===== src/rtl/serial_rx_pkg.sv =====
package serial_rx_pkg;

   typedef enum logic [2:0] {
      ST_HUNT, ST_IDLE, ST_START, ST_DATA, ST_PARB, ST_STOP
   } rx_state_e;

   typedef enum logic [1:0] {
      PAR_NONE = 2'd0, PAR_ZERO = 2'd1, PAR_ODD = 2'd2, PAR_EVEN = 2'd3
   } par_mode_e;

   localparam int CTL_W      = 6;
   localparam int CTL_UNIT   = 0;
   localparam int CTL_RXEN   = 1;
   localparam int CTL_LEN    = 2;
   localparam int CTL_PAR_LO = 3;
   localparam int CTL_ROUTE  = 5;

   localparam int ERR_W   = 3;
   localparam int ERR_OVR = 0;
   localparam int ERR_FRM = 1;
   localparam int ERR_PAR = 2;

   // ones_odd: reduction xor of the received data bits
   function automatic logic par_error(par_mode_e m, logic ones_odd, logic pbit);
      case (m)
         PAR_ZERO: return pbit;
         PAR_ODD:  return ~(ones_odd ^ pbit);
         PAR_EVEN: return ones_odd ^ pbit;
         default:  return 1'b0;
      endcase
   endfunction

endpackage


===== src/rtl/rx_sync.sv =====
module rx_sync #(
   parameter int STAGES = 2
) (
   input  logic clk_i,
   input  logic rst_ni,
   input  logic d_i,
   output logic q_o
);
   logic [STAGES-1:0] q;

   always_ff @(posedge clk_i or negedge rst_ni) begin
      if (!rst_ni) q <= '1;
      else         q <= {q[STAGES-2:0], d_i};
   end

   assign q_o = q[STAGES-1];
endmodule


===== src/rtl/rx_framer.sv =====
module rx_framer
   import serial_rx_pkg::*;
#(
   parameter int DATA_W = 8
) (
   input  logic              clk_i,
   input  logic              rst_ni,
   input  logic              en_i,
   input  logic              len_full_i,
   input  par_mode_e         pmode_i,
   input  logic              hb_tick_i,
   input  logic              line_i,
   output logic              done_o,
   output logic [DATA_W-1:0] data_o,
   output logic              perr_o,
   output logic              ferr_o
);
   localparam int CNT_W = $clog2(DATA_W);

   rx_state_e         state;
   logic [CNT_W-1:0]  cnt;
   logic [CNT_W-1:0]  last;
   logic              ph;
   logic [DATA_W-1:0] sh;

   assign last = len_full_i ? CNT_W'(DATA_W - 1) : CNT_W'(DATA_W - 2);

   always_ff @(posedge clk_i or negedge rst_ni) begin
      if (!rst_ni) begin
         state  <= ST_HUNT;
         cnt    <= '0;
         ph     <= 1'b0;
         sh     <= '0;
         done_o <= 1'b0;
         perr_o <= 1'b0;
         ferr_o <= 1'b0;
      end else begin
         done_o <= 1'b0;
         if (!en_i) begin
            state <= ST_HUNT;
         end else begin
            case (state)
               ST_HUNT: if (line_i) state <= ST_IDLE;
               ST_IDLE: if (!line_i) state <= ST_START;
               ST_START: if (hb_tick_i) begin
                  if (!line_i) begin
                     state  <= ST_DATA;
                     cnt    <= '0;
                     ph     <= 1'b0;
                     sh     <= '0;
                     perr_o <= 1'b0;
                  end else begin
                     state <= ST_IDLE;
                  end
               end
               ST_DATA: if (hb_tick_i) begin
                  ph <= ~ph;
                  if (ph) begin
                     sh[cnt] <= line_i;
                     if (cnt == last)
                        state <= (pmode_i == PAR_NONE) ? ST_STOP : ST_PARB;
                     else
                        cnt <= cnt + 1'b1;
                  end
               end
               ST_PARB: if (hb_tick_i) begin
                  ph <= ~ph;
                  if (ph) begin
                     perr_o <= par_error(pmode_i, ^sh, line_i);
                     state  <= ST_STOP;
                  end
               end
               ST_STOP: if (hb_tick_i) begin
                  ph <= ~ph;
                  if (ph) begin
                     ferr_o <= ~line_i;
                     done_o <= 1'b1;
                     state  <= ST_HUNT;
                  end
               end
               default: state <= ST_HUNT;
            endcase
         end
      end
   end

   assign data_o = sh;
endmodule


===== src/rtl/rx_status.sv =====
module rx_status
   import serial_rx_pkg::*;
#(
   parameter int DATA_W = 8
) (
   input  logic              clk_i,
   input  logic              rst_ni,
   input  logic              done_i,
   input  logic [DATA_W-1:0] data_i,
   input  logic              perr_i,
   input  logic              ferr_i,
   input  logic              route_i,
   input  logic              rd_data_i,
   input  logic              rd_stat_i,
   output logic [DATA_W-1:0] buf_o,
   output logic [ERR_W-1:0]  stat_o,
   output logic              irq_rx_o,
   output logic              irq_err_o
);
   logic             full;
   logic [ERR_W-1:0] err_new;
   logic             any_err;

   always_comb begin
      err_new          = '0;
      err_new[ERR_PAR] = done_i & perr_i;
      err_new[ERR_FRM] = done_i & ferr_i;
      err_new[ERR_OVR] = done_i & full & ~rd_data_i;
   end

   assign any_err = |err_new;

   always_ff @(posedge clk_i or negedge rst_ni) begin
      if (!rst_ni) begin
         buf_o     <= '0;
         stat_o    <= '0;
         full      <= 1'b0;
         irq_rx_o  <= 1'b0;
         irq_err_o <= 1'b0;
      end else begin
         if (done_i) buf_o <= data_i;
         full      <= done_i | (full & ~rd_data_i);
         stat_o    <= (rd_stat_i ? '0 : stat_o) | err_new;
         irq_rx_o  <= done_i & (~any_err | route_i);
         irq_err_o <= done_i & any_err & ~route_i;
      end
   end
endmodule


===== src/rtl/async_rx_unit.sv =====
module async_rx_unit
   import serial_rx_pkg::*;
#(
   parameter int DATA_W      = 8,
   parameter int SYNC_STAGES = 2
) (
   input  logic              clk_i,
   input  logic              rst_ni,
   input  logic [5:0]        ctrl_i,
   input  logic              hb_tick_i,
   input  logic              rxd_i,
   input  logic              rd_data_i,
   input  logic              rd_stat_i,
   output logic [DATA_W-1:0] rx_data_o,
   output logic [2:0]        err_stat_o,
   output logic              irq_rx_o,
   output logic              irq_err_o
);
   if (DATA_W < 2 || DATA_W > 16) begin : g_bad_width
      $error("async_rx_unit: DATA_W must lie in 2..16");
   end
   if (SYNC_STAGES == 1 || SYNC_STAGES > 4) begin : g_bad_sync
      $error("async_rx_unit: SYNC_STAGES must be 0 or 2..4");
   end

   logic              line_s;
   logic              en;
   logic              fr_done;
   logic [DATA_W-1:0] fr_data;
   logic              fr_perr;
   logic              fr_ferr;

   assign en = ctrl_i[CTL_UNIT] & ctrl_i[CTL_RXEN];

   if (SYNC_STAGES == 0) begin : g_nosync
      assign line_s = rxd_i;
   end else begin : g_sync
      rx_sync #(.STAGES(SYNC_STAGES)) i_sync (
         .clk_i (clk_i),
         .rst_ni(rst_ni),
         .d_i   (rxd_i),
         .q_o   (line_s)
      );
   end

   rx_framer #(.DATA_W(DATA_W)) i_framer (
      .clk_i     (clk_i),
      .rst_ni    (rst_ni),
      .en_i      (en),
      .len_full_i(ctrl_i[CTL_LEN]),
      .pmode_i   (par_mode_e'(ctrl_i[CTL_PAR_LO+1:CTL_PAR_LO])),
      .hb_tick_i (hb_tick_i),
      .line_i    (line_s),
      .done_o    (fr_done),
      .data_o    (fr_data),
      .perr_o    (fr_perr),
      .ferr_o    (fr_ferr)
   );

   rx_status #(.DATA_W(DATA_W)) i_status (
      .clk_i    (clk_i),
      .rst_ni   (rst_ni),
      .done_i   (fr_done),
      .data_i   (fr_data),
      .perr_i   (fr_perr),
      .ferr_i   (fr_ferr),
      .route_i  (ctrl_i[CTL_ROUTE]),
      .rd_data_i(rd_data_i),
      .rd_stat_i(rd_stat_i),
      .buf_o    (rx_data_o),
      .stat_o   (err_stat_o),
      .irq_rx_o (irq_rx_o),
      .irq_err_o(irq_err_o)
   );
endmodule


===== config.mk =====
export PLATFORM = sky130hd
export DESIGN_NAME = async_rx_unit
export DESIGN_NICKNAME = d
export VERILOG_FILES = /design/src/rtl/serial_rx_pkg.sv /design/src/rtl/rx_sync.sv /design/src/rtl/rx_framer.sv /design/src/rtl/rx_status.sv /design/src/rtl/async_rx_unit.sv
export SDC_FILE = /design/constraint.sdc
export NUM_CORES = 1
export LEC_CHECK = 0
export BUFFER_PORTS_ARGS = -buffer_cell sky130_fd_sc_hd__buf_2
export CAP_MARGIN = 30
export CORE_ASPECT_RATIO = 1.75
export CORE_UTILIZATION = 47
export DETAILED_ROUTE_END_ITERATION = 10
export PLACE_DENSITY = 0.7
export REMOVE_ABC_BUFFERS = 1
export SYNTH_ARGS = -nofsm -noshare
export SYNTH_HDL_FRONTEND = slang
export SYNTH_SLANG_ARGS = --single-unit

===== constraint.sdc =====
create_clock -name clk_i -period 1.5 [get_ports clk_i]
set_input_delay 0.3 -clock clk_i [delete_from_list [all_inputs] [get_ports clk_i]]
set_output_delay 0.3 -clock clk_i [all_outputs]
set_load 0.005 [all_outputs]

==> results.yml <==
pwr:
  power.total_mw: 1.96
  p_sw_uw: 456
  combinationalPowerShare: 0.120
  power.density_nw_per_um2: 787
  leakage_nw: 1.14
  switching_share: 0.232
  power.share.clock: 0.397
  internal_power_mw: 1.51
  ir_drop_uv: 671
  seqPwrFrac: 0.482
detailed_routing:
  drc: 0
  vias_per_cell: 5.49
  wl_um: 4430
  vias: 1470
  drt_pass1_iterations: 4
  ant_nets: 0
  drt-wirelength-per-cell_um: 16.5
  dr.first_iter.drc_count: 21
floorplan:
  rows: 28
  num_io_pins: 25
  start_util: 0.496
  fp.dieH_um: 81.2
  core_um2: 3400
  dieArea_um2: 3840
  die_w_um: 47.3
critical_path:
  max_stage_delay_ns: 0.48
  arrival_ns: 1.97
  path_cells: "buf_6 > a2111oi_4 > nand2b_4 > nor3b_4 > mux2i_1"
  cp_num_cells: 5
  critPathLaunchType: "register"
  rr_worst_depth: 5
  crit_fanout: 6
  end_kind: "register"
  critPathKind: "reg -> reg"
  cp_slowest_cell: "a2111oi_4"
  required_ns: 1.71
  critical_path_buf_inv_count: 1
  crit_family: "compound AO/OA/AOI/OAI gates"
finish:
  fin_util: 0.734
  final_area_um2: 2490
  areaGrowthSynthToFinish_pct: 48.1
  nets: 235
  fill_cells: 244
  drive_gt1_frac: 0.561
  fin_cells: 268
  antenna_cells: 0
clock_network:
  clock-sinks: 34
  cts_made_buffers: 5
  clk_pin_slew_ns: 0.07
  clockBufferDepth: 2
  cts_root_buf: "clkbuf_8"
  cts_tree: "yes"
  clkLatencyLatePin_ns: 0.29
  cts.htree.levels: 2
global_route:
  antenna_found_initial: 0
  grt_max_degree: 21
  grt_remaining_overflow: 0
  grt_use_total: 0.246
  grt_pass1_vias: 1503
  grt_pass1_wl_um: 6610
placed_design:
  dpl_cell_area_um2: 2070
  place.gp.congestion: 0.885
  dpl.hpwl_um: 2890
  dp_slack_ns: -0.269
  post-place-cells: 252
  io_buffers: 24
status:
  status: "complete, but fails checks"
  failed_checks: "setup timing"
sta:
  post-route-min-period_ns: 1.75
  fmax_ghz: 0.571
  skew_ns: 0.00371
  timing.final.ws_setup_ns: -0.252
  maxSlewViolCount: 0
  slew_headroom: 0.673
  rsz0062_at_grt: "true"
  finalHoldViolCount: 0
  tightestPinTransition_ns: 0.490
  min_period_over_period: 1.17
  setup_violations: 15
yosys:
  synth_cell_types: 42
  synth_cells: 159
  ys_warn_count: 0
  syn_area_per_cell_um2: 10.6
  synth_area_um2: 1680
  yosysSeqAreaShare: 0.507
  synth_seq_cells: 34
  synth_top_area_share: 0.475
  yosys.area.top_type: "dfrtp_1"
  netlist_top_cells_area: "dfrtp_1 (48%), mux2_2 (5.3%), xnor2_1 (4.7%), o21ai_0 (3.9%), nand2_1 (3.8%)"
min_path:
  hold_depth: 1
  worstHoldPathType: "in -> reg"
run:
  cap_violations: 0
## cells in the final DEF, fill, tap and decap left out, types with 3 or more instances in the layout
| cell type | instances |
|---|---|
| inv_1 | 5 |
| nand2_2 | 4 |
| nand2_1 | 12 |
| nand3_1 | 5 |
| a21oi_2 | 3 |
| buf_2 | 24 |
| buf_4 | 35 |
| o21ai_0 | 4 |
| mux2_2 | 8 |
| a21oi_1 | 4 |
| nor2b_1 | 4 |
| dfrtp_1 | 30 |
| mux2i_1 | 3 |
| clkbuf_8 | 8 |
| o21ai_1 | 6 |
| xnor2_2 | 7 |
| o21ai_2 | 3 |
| xnor2_1 | 3 |
## power groups by stage
stage | combinational (mW) | sequential, mW | clock, mW
after CTS | 0.199 | 0.944 | 0.786
after global routing | 0.253 | 0.948 | 0.825
final | 0.236 | 0.947 | 0.780
after global placement | 0.164 | 0.963 | 0
after floorplan | 0.0608 | 0.968 | 0
after detailed placement | 0.171 | 0.964 | 0
## layer usage
layer | routed length (um) | track usage | vias up | share of wire
li1 | - | - | 687 | -
met1 | 1510 | 0.251 | 726 | 0.34
met2 | 2510 | 0.421 | 37 | 0.57
met3 | 111 | 0.0489 | 20 | 0.025
met4 | 302 | 0.169 | 0 | 0.068
met5 | 0 | 0 | - | 0
## worst paths after layout
| path | start | end | slack, ns |
|---|---|---|---|
| worst max-delay path | i_framer.state[0] | i_framer.data_o[4] | -0.25 |
| worst min register to register | g_sync.i_sync.q[0] | g_sync.i_sync.q[1] | 0.36 |
| min in group asynchronous | rst_ni | i_status.stat_o[0] | 0.46 |
| max in group asynchronous | rst_ni | g_sync.i_sync.q[0] | 0.53 |
| worst max register to register | i_framer.state[0] | i_framer.data_o[4] | -0.25 |
| worst min-delay path | rxd_i | g_sync.i_sync.q[0] | 0.11 |
## cell type report
cell class	count	area, um^2	area share
sequential	34	856	0.343
multi-input combinational	112	1010	0.406
clock buffer	8	110	0.0442
inverter	6	22.5	0.00903
tap	45	56.3	0.0226
timing repair buffer	63	435	0.175
## flip-flops by register name, indices dropped and copies added, names as in the netlist
name	cells
i_framer.done_o	1
i_status.buf_o	8
i_framer.ph	1
i_status.irq_err_o	1
i_status.stat_o	3
i_framer.data_o	8
g_sync.i_sync.q	2
i_framer.cnt	3
i_status.irq_rx_o	1
i_framer.ferr_o	1
i_status.full	1
i_framer.perr_o	1
i_framer.state	3
## cell usage after synthesis
master and number:
a22oi_1 1, nand4_1 1, a31oi_1 2, nand3_1 9
buf_4 1, nand2b_2 1, inv_1 6, nand2_1 17
nor3b_1 2, a22o_1 1, o211ai_1 1, and2b_1 1
nor2b_1 5, nor3b_2 1, and3_1 2, o2111a_1 1
mux2_2 8, a21o_1 1, and4b_2 1, o31ai_1 2
clkbuf_1 3, xor2_1 1, a211oi_2 1, nand3b_1 2
mux2i_1 3, nor4_1 1, a21oi_1 7, xnor2_2 1
dfrtp_1 32, o21ai_0 13, nor2_1 4, and2_1 4
o41ai_1 2, nand2b_1 1, or2_2 1, o311ai_0 2
dfstp_2 2, xnor2_1 9, ha_1 1, nor3_1 1
buf_2 3, a2111oi_4 1
## metrics by stage
| step | TNS (ns) | hold slack, ns |
|---|---|---|
| after floorplan | -1.13 | 0.00441 |
| after global placement | -1.39 | 0.231 |
| after detailed placement | -2.61 | 0.238 |
| after CTS | -1.61 | 0.110 |
| after global routing | -3.03 | 0.102 |
| final | -2.13 | 0.110 |
## kinds of logic after synthesis
kind of cell	after synthesis	synth area share
compound gates	35	0.146
xor+xnor	11	0.0617
fa+ha+maj	1	0.00743
buf+inv	13	0.0334
flops	34	0.507
mux	11	0.0713
simple gates	54	0.174
## worst register-to-register path, stage by stage (launching register included)
cell       delay [ns]
dfrtp_2          0.42
buf_6            0.12
a2111oi_4        0.48
nand2b_4         0.17
nor3b_4          0.28
mux2i_1          0.20
## timing repair
action,4_1_cts,5_1_grt
pin swaps,16,14
setup endpoints to repair,15,16
hold buffers,1,0
buffers inserted,4,3
hold endpoints to repair,14,0
gates resized for setup,27,35
(Power assumes the default switching activity.)
